File: src/rtl/bps_pkg.sv
// Shared types for the bit-plane search array.
// Assumes nothing beyond a single clock domain.
package bps_pkg;
    typedef enum logic [1:0] {
        ST_IDLE = 2'd0,
        ST_SCAN = 2'd1,
        ST_ENC  = 2'd2,
        ST_OUT  = 2'd3
    } bps_state_t;
endpackage

File: src/rtl/bps_plane_store.sv
// Transposed record storage: row k holds bit k of every record.
// A write places bit k of the word into row k of one column. The read
// side returns one whole row, selected by the scan counter.
// Assumes the caller already gates writes to idle periods.
module bps_plane_store #(
    parameter int NREC  = 64,
    parameter int WIDTH = 16,
    localparam int IDXW = (NREC > 1) ? $clog2(NREC) : 1,
    localparam int ROWW = (WIDTH > 1) ? $clog2(WIDTH) : 1
) (
    input  logic             clk,
    input  logic             rst_n,
    input  logic             wr_go,
    input  logic [IDXW-1:0]  wr_col,
    input  logic [WIDTH-1:0] wr_word,
    input  logic [ROWW-1:0]  rd_row,
    input  logic             busy,
    output logic [NREC-1:0]  row_bits
);
    logic [WIDTH-1:0][NREC-1:0] planes;

    // Store each bit of the incoming word into its own row of the column
    always_ff @(posedge clk) begin
        if (!rst_n) begin
            planes <= '0;
        end else if (wr_go) begin
            for (int k = 0; k < WIDTH; k++) begin
                planes[k][wr_col] <= wr_word[k];
            end
        end
    end

    // Present the selected bit row to all column operators
    always_comb begin
        row_bits = planes[rd_row];
    end

    // no record bit may change while a search is running
    a_r7_frozen_when_busy: assert property (@(posedge clk) disable iff (!rst_n)
        busy |=> $stable(planes));
endmodule

File: src/rtl/bps_match_cols.sv
// One match flag per record column. Every flag is set on search start.
// In each scan cycle the flag is cleared when the row is cared for and the
// column's bit differs from the key bit. All columns act in the same cycle.
// Assumes init and scan are never high together.
module bps_match_cols #(
    parameter int NREC = 64
) (
    input  logic            clk,
    input  logic            rst_n,
    input  logic            init,
    input  logic            scan,
    input  logic [NREC-1:0] row_bits,
    input  logic            key_bit,
    input  logic            care_bit,
    output logic [NREC-1:0] flags
);
    for (genvar c = 0; c < NREC; c++) begin : g_col
        logic f;

        // Per-column operator: arm on start, drop on a cared mismatch
        always_ff @(posedge clk) begin
            if (!rst_n) begin
                f <= 1'b0;
            end else if (init) begin
                f <= 1'b1;
            end else if (scan && care_bit && (row_bits[c] != key_bit)) begin
                f <= 1'b0;
            end
        end

        assign flags[c] = f;
    end

    // during a scan, flags can only be cleared, never set
    a_r2_only_clear: assert property (@(posedge clk) disable iff (!rst_n)
        (scan && $past(scan)) |-> ((flags & ~$past(flags)) == '0));
endmodule

File: src/rtl/bps_result_enc.sv
// Two-stage result encoder. Stage one captures the finished flags and
// computes the lowest set index and the population count. Stage two
// publishes them at the block outputs, where they hold until the next publish.
// Assumes flags are stable in the capture cycle.
module bps_result_enc #(
    parameter int NREC = 64,
    localparam int IDXW = (NREC > 1) ? $clog2(NREC) : 1,
    localparam int CNTW = $clog2(NREC + 1)
) (
    input  logic            clk,
    input  logic            rst_n,
    input  logic            capture,
    input  logic            publish,
    input  logic [NREC-1:0] flags,
    output logic [NREC-1:0] match_vec,
    output logic [IDXW-1:0] hit_index,
    output logic            hit_valid,
    output logic [CNTW-1:0] match_count
);
    logic [IDXW-1:0] first_c;
    logic            found_c;
    logic [CNTW-1:0] cnt_c;
    logic [NREC-1:0] s_vec;
    logic [IDXW-1:0] s_first;
    logic            s_found;
    logic [CNTW-1:0] s_cnt;

    // Priority search for the lowest set flag
    always_comb begin
        first_c = '0;
        found_c = 1'b0;
        for (int i = NREC - 1; i >= 0; i--) begin
            if (flags[i]) begin
                first_c = IDXW'(i);
                found_c = 1'b1;
            end
        end
    end

    // Population count of the flags
    always_comb begin
        cnt_c = '0;
        for (int i = 0; i < NREC; i++) begin
            cnt_c = cnt_c + CNTW'(flags[i]);
        end
    end

    // Stage one: capture encoded results
    always_ff @(posedge clk) begin
        if (!rst_n) begin
            s_vec   <= '0;
            s_first <= '0;
            s_found <= 1'b0;
            s_cnt   <= '0;
        end else if (capture) begin
            s_vec   <= flags;
            s_first <= first_c;
            s_found <= found_c;
            s_cnt   <= cnt_c;
        end
    end

    // Stage two: publish to the outputs
    always_ff @(posedge clk) begin
        if (!rst_n) begin
            match_vec   <= '0;
            hit_index   <= '0;
            hit_valid   <= 1'b0;
            match_count <= '0;
        end else if (publish) begin
            match_vec   <= s_vec;
            hit_index   <= s_first;
            hit_valid   <= s_found;
            match_count <= s_cnt;
        end
    end

    // a valid hit index points at a set match bit
    a_r5_first_is_set: assert property (@(posedge clk) disable iff (!rst_n)
        hit_valid |-> match_vec[hit_index]);
    // valid agrees with a non-zero count
    a_r6_valid_vs_count: assert property (@(posedge clk) disable iff (!rst_n)
        hit_valid == (match_count != '0));
    // count agrees with the published vector
    a_r6_count_matches_vec: assert property (@(posedge clk) disable iff (!rst_n)
        match_count == CNTW'($countones(match_vec)));
    // outputs only move on a publish
    a_r10_hold: assert property (@(posedge clk) disable iff (!rst_n)
        !$past(publish) |-> ($stable(match_vec) && $stable(hit_index)
                             && $stable(match_count)));
endmodule

File: src/rtl/bitplane_search.sv
// Top of the bit-plane search array. It sequences idle, one scan cycle per
// bit row, then capture and publish. It gates writes and starts to the idle
// state and produces busy and the done pulse.
// Assumes key and mask are valid in the cycle start is high.
module bitplane_search
    import bps_pkg::*;
#(
    parameter int NREC  = 64,
    parameter int WIDTH = 16,
    localparam int IDXW = (NREC > 1) ? $clog2(NREC) : 1,
    localparam int ROWW = (WIDTH > 1) ? $clog2(WIDTH) : 1,
    localparam int CNTW = $clog2(NREC + 1)
) (
    input  logic             clk,
    input  logic             rst_n,
    input  logic             wr_en,
    input  logic [IDXW-1:0]  wr_addr,
    input  logic [WIDTH-1:0] wr_data,
    input  logic             start,
    input  logic [WIDTH-1:0] key,
    input  logic [WIDTH-1:0] mask,
    output logic             busy,
    output logic             done,
    output logic [NREC-1:0]  match_vec,
    output logic [IDXW-1:0]  hit_index,
    output logic             hit_valid,
    output logic [CNTW-1:0]  match_count
);
    bps_state_t      state;
    logic [ROWW-1:0] row;
    logic [WIDTH-1:0] key_q;
    logic [WIDTH-1:0] mask_q;
    logic [NREC-1:0] row_bits;
    logic [NREC-1:0] flags;
    logic            idle;
    logic            accept;
    logic            wr_go;
    logic            scan;

    assign idle   = (state == ST_IDLE);
    assign accept = idle && start;
    assign wr_go  = idle && wr_en;
    assign scan   = (state == ST_SCAN);
    assign busy   = !idle;

    // Sequencer: row walk, then encode and publish
    always_ff @(posedge clk) begin
        if (!rst_n) begin
            state  <= ST_IDLE;
            row    <= '0;
            key_q  <= '0;
            mask_q <= '0;
            done   <= 1'b0;
        end else begin
            done <= 1'b0;
            case (state)
                ST_IDLE: begin
                    if (start) begin
                        key_q  <= key;
                        mask_q <= mask;
                        row    <= '0;
                        state  <= ST_SCAN;
                    end
                end
                ST_SCAN: begin
                    if (row == ROWW'(WIDTH - 1)) begin
                        state <= ST_ENC;
                    end else begin
                        row <= row + 1'b1;
                    end
                end
                ST_ENC: begin
                    state <= ST_OUT;
                end
                default: begin
                    state <= ST_IDLE;
                    done  <= 1'b1;
                end
            endcase
        end
    end

    bps_plane_store #(.NREC(NREC), .WIDTH(WIDTH)) u_store (
        .clk      (clk),
        .rst_n    (rst_n),
        .wr_go    (wr_go),
        .wr_col   (wr_addr),
        .wr_word  (wr_data),
        .rd_row   (row),
        .busy     (busy),
        .row_bits (row_bits)
    );

    bps_match_cols #(.NREC(NREC)) u_cols (
        .clk      (clk),
        .rst_n    (rst_n),
        .init     (accept),
        .scan     (scan),
        .row_bits (row_bits),
        .key_bit  (key_q[row]),
        .care_bit (mask_q[row]),
        .flags    (flags)
    );

    bps_result_enc #(.NREC(NREC)) u_enc (
        .clk         (clk),
        .rst_n       (rst_n),
        .capture     (state == ST_ENC),
        .publish     (state == ST_OUT),
        .flags       (flags),
        .match_vec   (match_vec),
        .hit_index   (hit_index),
        .hit_valid   (hit_valid),
        .match_count (match_count)
    );

    // done lasts exactly one cycle
    a_r4_done_pulse: assert property (@(posedge clk) disable iff (!rst_n)
        done |=> !done);
    // done appears only as busy falls
    a_r4_done_at_busy_fall: assert property (@(posedge clk) disable iff (!rst_n)
        done |-> (!busy && $past(busy)));
    // a start while busy does not rewind the row walk
    a_r7_no_restart: assert property (@(posedge clk) disable iff (!rst_n)
        (scan && $past(scan)) |-> (row == $past(row) + 1'b1));
endmodule

File: config.mk
export PLATFORM = sky130hd
export DESIGN_NAME = bitplane_search
export DESIGN_NICKNAME = d
export VERILOG_FILES = /design/src/rtl/bps_pkg.sv /design/src/rtl/bps_plane_store.sv /design/src/rtl/bps_match_cols.sv /design/src/rtl/bps_result_enc.sv /design/src/rtl/bitplane_search.sv
export SDC_FILE = /design/constraint.sdc
export NUM_CORES = 2
export LEC_CHECK = 0
export ABC_AREA = 1
export BUFFER_PORTS_ARGS = -buffer_cell sky130_fd_sc_hd__clkbuf_2
export CORE_ASPECT_RATIO = 0.6
export CORE_UTILIZATION = 30
export CTS_CLUSTER_SIZE = 20
export DETAILED_ROUTE_END_ITERATION = 8
export GPL_TIMING_DRIVEN = 1
export SKIP_CTS_REPAIR_TIMING = 1
export SYNTH_ARGS = -nofsm -noshare
export SYNTH_HDL_FRONTEND = slang
export SYNTH_SLANG_ARGS = --single-unit
File: constraint.sdc
create_clock -name clk -period 8 [get_ports clk]
set_input_delay 1.2 -clock clk [delete_from_list [all_inputs] [get_ports clk]]
set_output_delay 1.2 -clock clk [all_outputs]
set_load 0.1 [all_outputs]
==> metrics.yaml <==
run_status:
  status: "completed"
timing:
  setup_tns_ns: 0
  setup_viol: 0
  max_slew_margin_pct: 17.3
  worst_hold_slack_ns: 0.441
  fmax_mhz: 157
  fin_crit_sh_pct: 79.4
  worst_slack_ns: 1.65
  clock_skew_ns: 0.0417
  rsz0062_at_grt: "false"
  min_period_ns: 6.35
  worst_slew_pin_slew_ns: 1.24
  finalMaxSlewViolations: 0
  hold_violations: 0
critical_path:
  cp-end-kind: "flop"
  required_ns: 8.68
  worstPathCellList: "bufinv_8 > fa_1 > fa_1 > fa_1 > inv_1 > fa_1 > inv_1 > fa_1 > fa_1 > fa_1 > fa_1 > inv_1 > fa_1 > fa_1 > a21oi_1 > nor2_1 > nor2_1 > nor2_1 > o21ai_0 > o211ai_1 > inv_1"
  crit_family: "adder cells"
  cp_num_buf_inv: 5
  cp_max_fo: 3
  start_kind: "flop"
  cpPeakStageDelay_ns: 0.56
  crit_arrival_ns: 7.03
  crit_path_frequent_cell: "fa_1"
  path_class: "flop to flop"
  slowest_stage: "fa_1"
global_routing:
  met2_usage_pct: 29.1
  grt_overflow: 0
  grt_pass1_wl_um: 275000
  grtUsageMet1_pct: 28.4
  grt_busiest_layer: "met2"
  track_usage_pct: 19.4
  grt_max_degree: 264
  antenna_found_initial: 7
  use_met3_pct: 3.54
  grt_pass1_vias: 44200
floorplan:
  start_util_pct: 30.4
  die_width_um: 548
  pin_count: 138
  core_area_sq_um: 176000
  fp.dieH_um: 329
  rows: 119
  fp.dieArea_sq_um: 180000
logic_synthesis:
  async_reset_ff_share_pct: 0
  yosys.area.top_type_share_pct: 47.9
  synth_top_cell_by_area: "dfxtp_1"
  seq_area_frac_synth_pct: 47.9
  synthCells: 6993
  synth_area_leaders: "dfxtp_1 (48%), a21oi_1 (12%), o21ai_1 (11%), nor2_1 (5.2%), o21ai_0 (4.9%)"
  synth_ff_type: "dfxtp_1"
  synth.avg_cell_area_sq_um: 7.67
  ys_ff_latch: 1283
  netlist_area_sq_um: 53600
  yosys_warnings: 0
  synth_fp_nets: 7127
  synth_edf_count: 0
  synth_cell_types: 36
clock_network:
  clkSinkCount: 1283
  h-tree-depth: 3
  cts_tree: "done"
  worstSkewPairLatency_ns: 0.74
  cts_buffers: 112
  cts-root-buf: "clkbuf_16"
  cts_buffer_depth: 3
  path_clk_slew_ns: 0.07
place:
  dpl.hpwl_um: 101000
  portBuffers: 137
  gp_congestion: 0.862
  pre_cts_slack_ns: 1.71
worst_hold_path:
  hold_class: "flop to flop"
routing:
  vias: 49200
  post_drt_wl_per_cell_um: 20.1
  drc: 0
  drt_iter0_drc: 5734
  vias_per_cell: 5.43
  final_antenna_net_count: 0
  drt-pass1-iter-count: 6
  drt_wl_total_um: 182000
finish:
  final_util_pct: 33.7
  antenna_cells: 0
  drive_gt1_share_pct: 8.11
  layout.nets: 6732
  area_growth_syn_to_layout_pct: 10.8
flow_run:
  timing.max_cap.violations: 0
pwr:
  p_leak_nw: 22.4
  vdd_drop_max_mv: 1.59
  p_per_area_nw_per_um2: 394
==> worst min-delay path: stages, from the launching register on <==
cell	delay (ns)
dfxtp_1	0.31
clkinv_2	0.04
a21oi_1	0.04
==> Yosys cell counts (31+ instances only) <==
cell type,instances
a21oi_1,1284
clkbuf_1,690
dfxtp_1,1283
fa_1,54
inv_1,174
inv_2,32
nand2_1,464
nand3_1,138
nand4_1,31
nor2_1,746
o211ai_1,34
o21ai_0,524
o21ai_1,1203
o221ai_1,133
o22ai_1,60
==> cells in the final DEF (no fill, tap or decap), types with 3 or more instances in the layout <==
cell / synthesis / final
clkbuf_16: 0 / 113
nand4_1: 31 / 31
o21ai_0: 524 / 524
clkinv_1: 19 / 3
fa_1: 54 / 54
o21ai_1: 1203 / 1203
clkinv_2: 9 / 52
clkbuf_8: 0 / 28
clkbuf_2: 0 / 136
clkbuf_1: 690 / 10
dfxtp_1: 1283 / 1279
buf_4: 0 / 50
nor2_2: 0 / 59
nand2_1: 464 / 461
nand3_1: 138 / 138
inv_8: 0 / 3
buf_12: 0 / 11
a221oi_1: 29 / 29
clkinvlp_4: 0 / 8
inv_2: 32 / 30
ha_1: 22 / 20
nor4_1: 6 / 6
bufinv_16: 0 / 12
nor2_1: 746 / 687
o22ai_1: 60 / 60
clkinv_4: 0 / 3
o31ai_1: 3 / 3
nor3_1: 9 / 9
o221ai_1: 133 / 133
inv_1: 174 / 173
o211ai_1: 34 / 34
dfxtp_4: 0 / 4
inv_16: 0 / 3
a21oi_1: 1284 / 1283
bufinv_8: 15 / 15
inv_6: 0 / 3
==> routing by layer <==
layer  wire (um)  up-vias
met3       14800      276
met4        4620        2
met5          13        -
li1            -    23600
met1       85400    23400
met2       77100     1824
==> final cells by class <==
cell class	instances	area, sq um
clock inverter	59	728
fill	18300	117000
tap	2359	2950
sequential	1283	25700
timing repair buffer	198	1290
clock buffer	151	3250
inverter	249	1190
multi-input combinational	4754	24300
==> through the flow <==
step	cells	total power, mW	instance area, sq um
2_1_floorplan	6993	15.2	53600
3_3_place_gp	8843	17.7	55400
3_5_place_dp	8843	17.6	55400
4_1_cts	9053	23.5	59400
5_1_grt	9053	25.0	59400
6_report	9053	23.4	59400
==> power by group <==
| part | total [mW] | switching [mW] | internal, mW |
|---|---|---|---|
| clock | 5.91 | 2.64 | 3.27 |
| combinational | 10.4 | 6.73 | 3.62 |
| sequential | 7.13 | 0.346 | 6.78 |
==> cells by family after synthesis <==
| kind of cell | share of synthesized area (%) |
|---|---|
| AO/OA/AOI/OAI | 32.1 |
| AND/OR/NAND/NOR | 10.3 |
| adder cells (fa/ha/maj) | 2.53 |
| buffers and inverters | 7.10 |
| XOR/XNOR | 0.0490 |
| flip-flops | 47.9 |
==> worst paths after layout <==
kind	end	depth (start not counted)	start	slack [ns]
worst max-delay path	u_enc.s_cnt[4]	21	u_cols.g_col[29].f	1.65
worst min-delay path	mask_q[11]	2	mask_q[11]	0.44
worst max register to register	u_enc.s_cnt[4]	21	u_cols.g_col[29].f	1.65
worst min register to register	mask_q[11]	2	mask_q[11]	0.44
==> state kept, by name, indices dropped and copies added, names as in the netlist, 2 cells and up <==
name,flops
u_enc.match_vec,64
u_enc.s_vec,64
u_enc.s_first,6
u_enc.match_count,7
u_cols.g_col.f,64
u_store.planes,1024
row,4
mask_q,16
u_enc.s_cnt,7
u_enc.hit_index,6
key_q,16
state,2
Power figures use the tool's default switching activity.
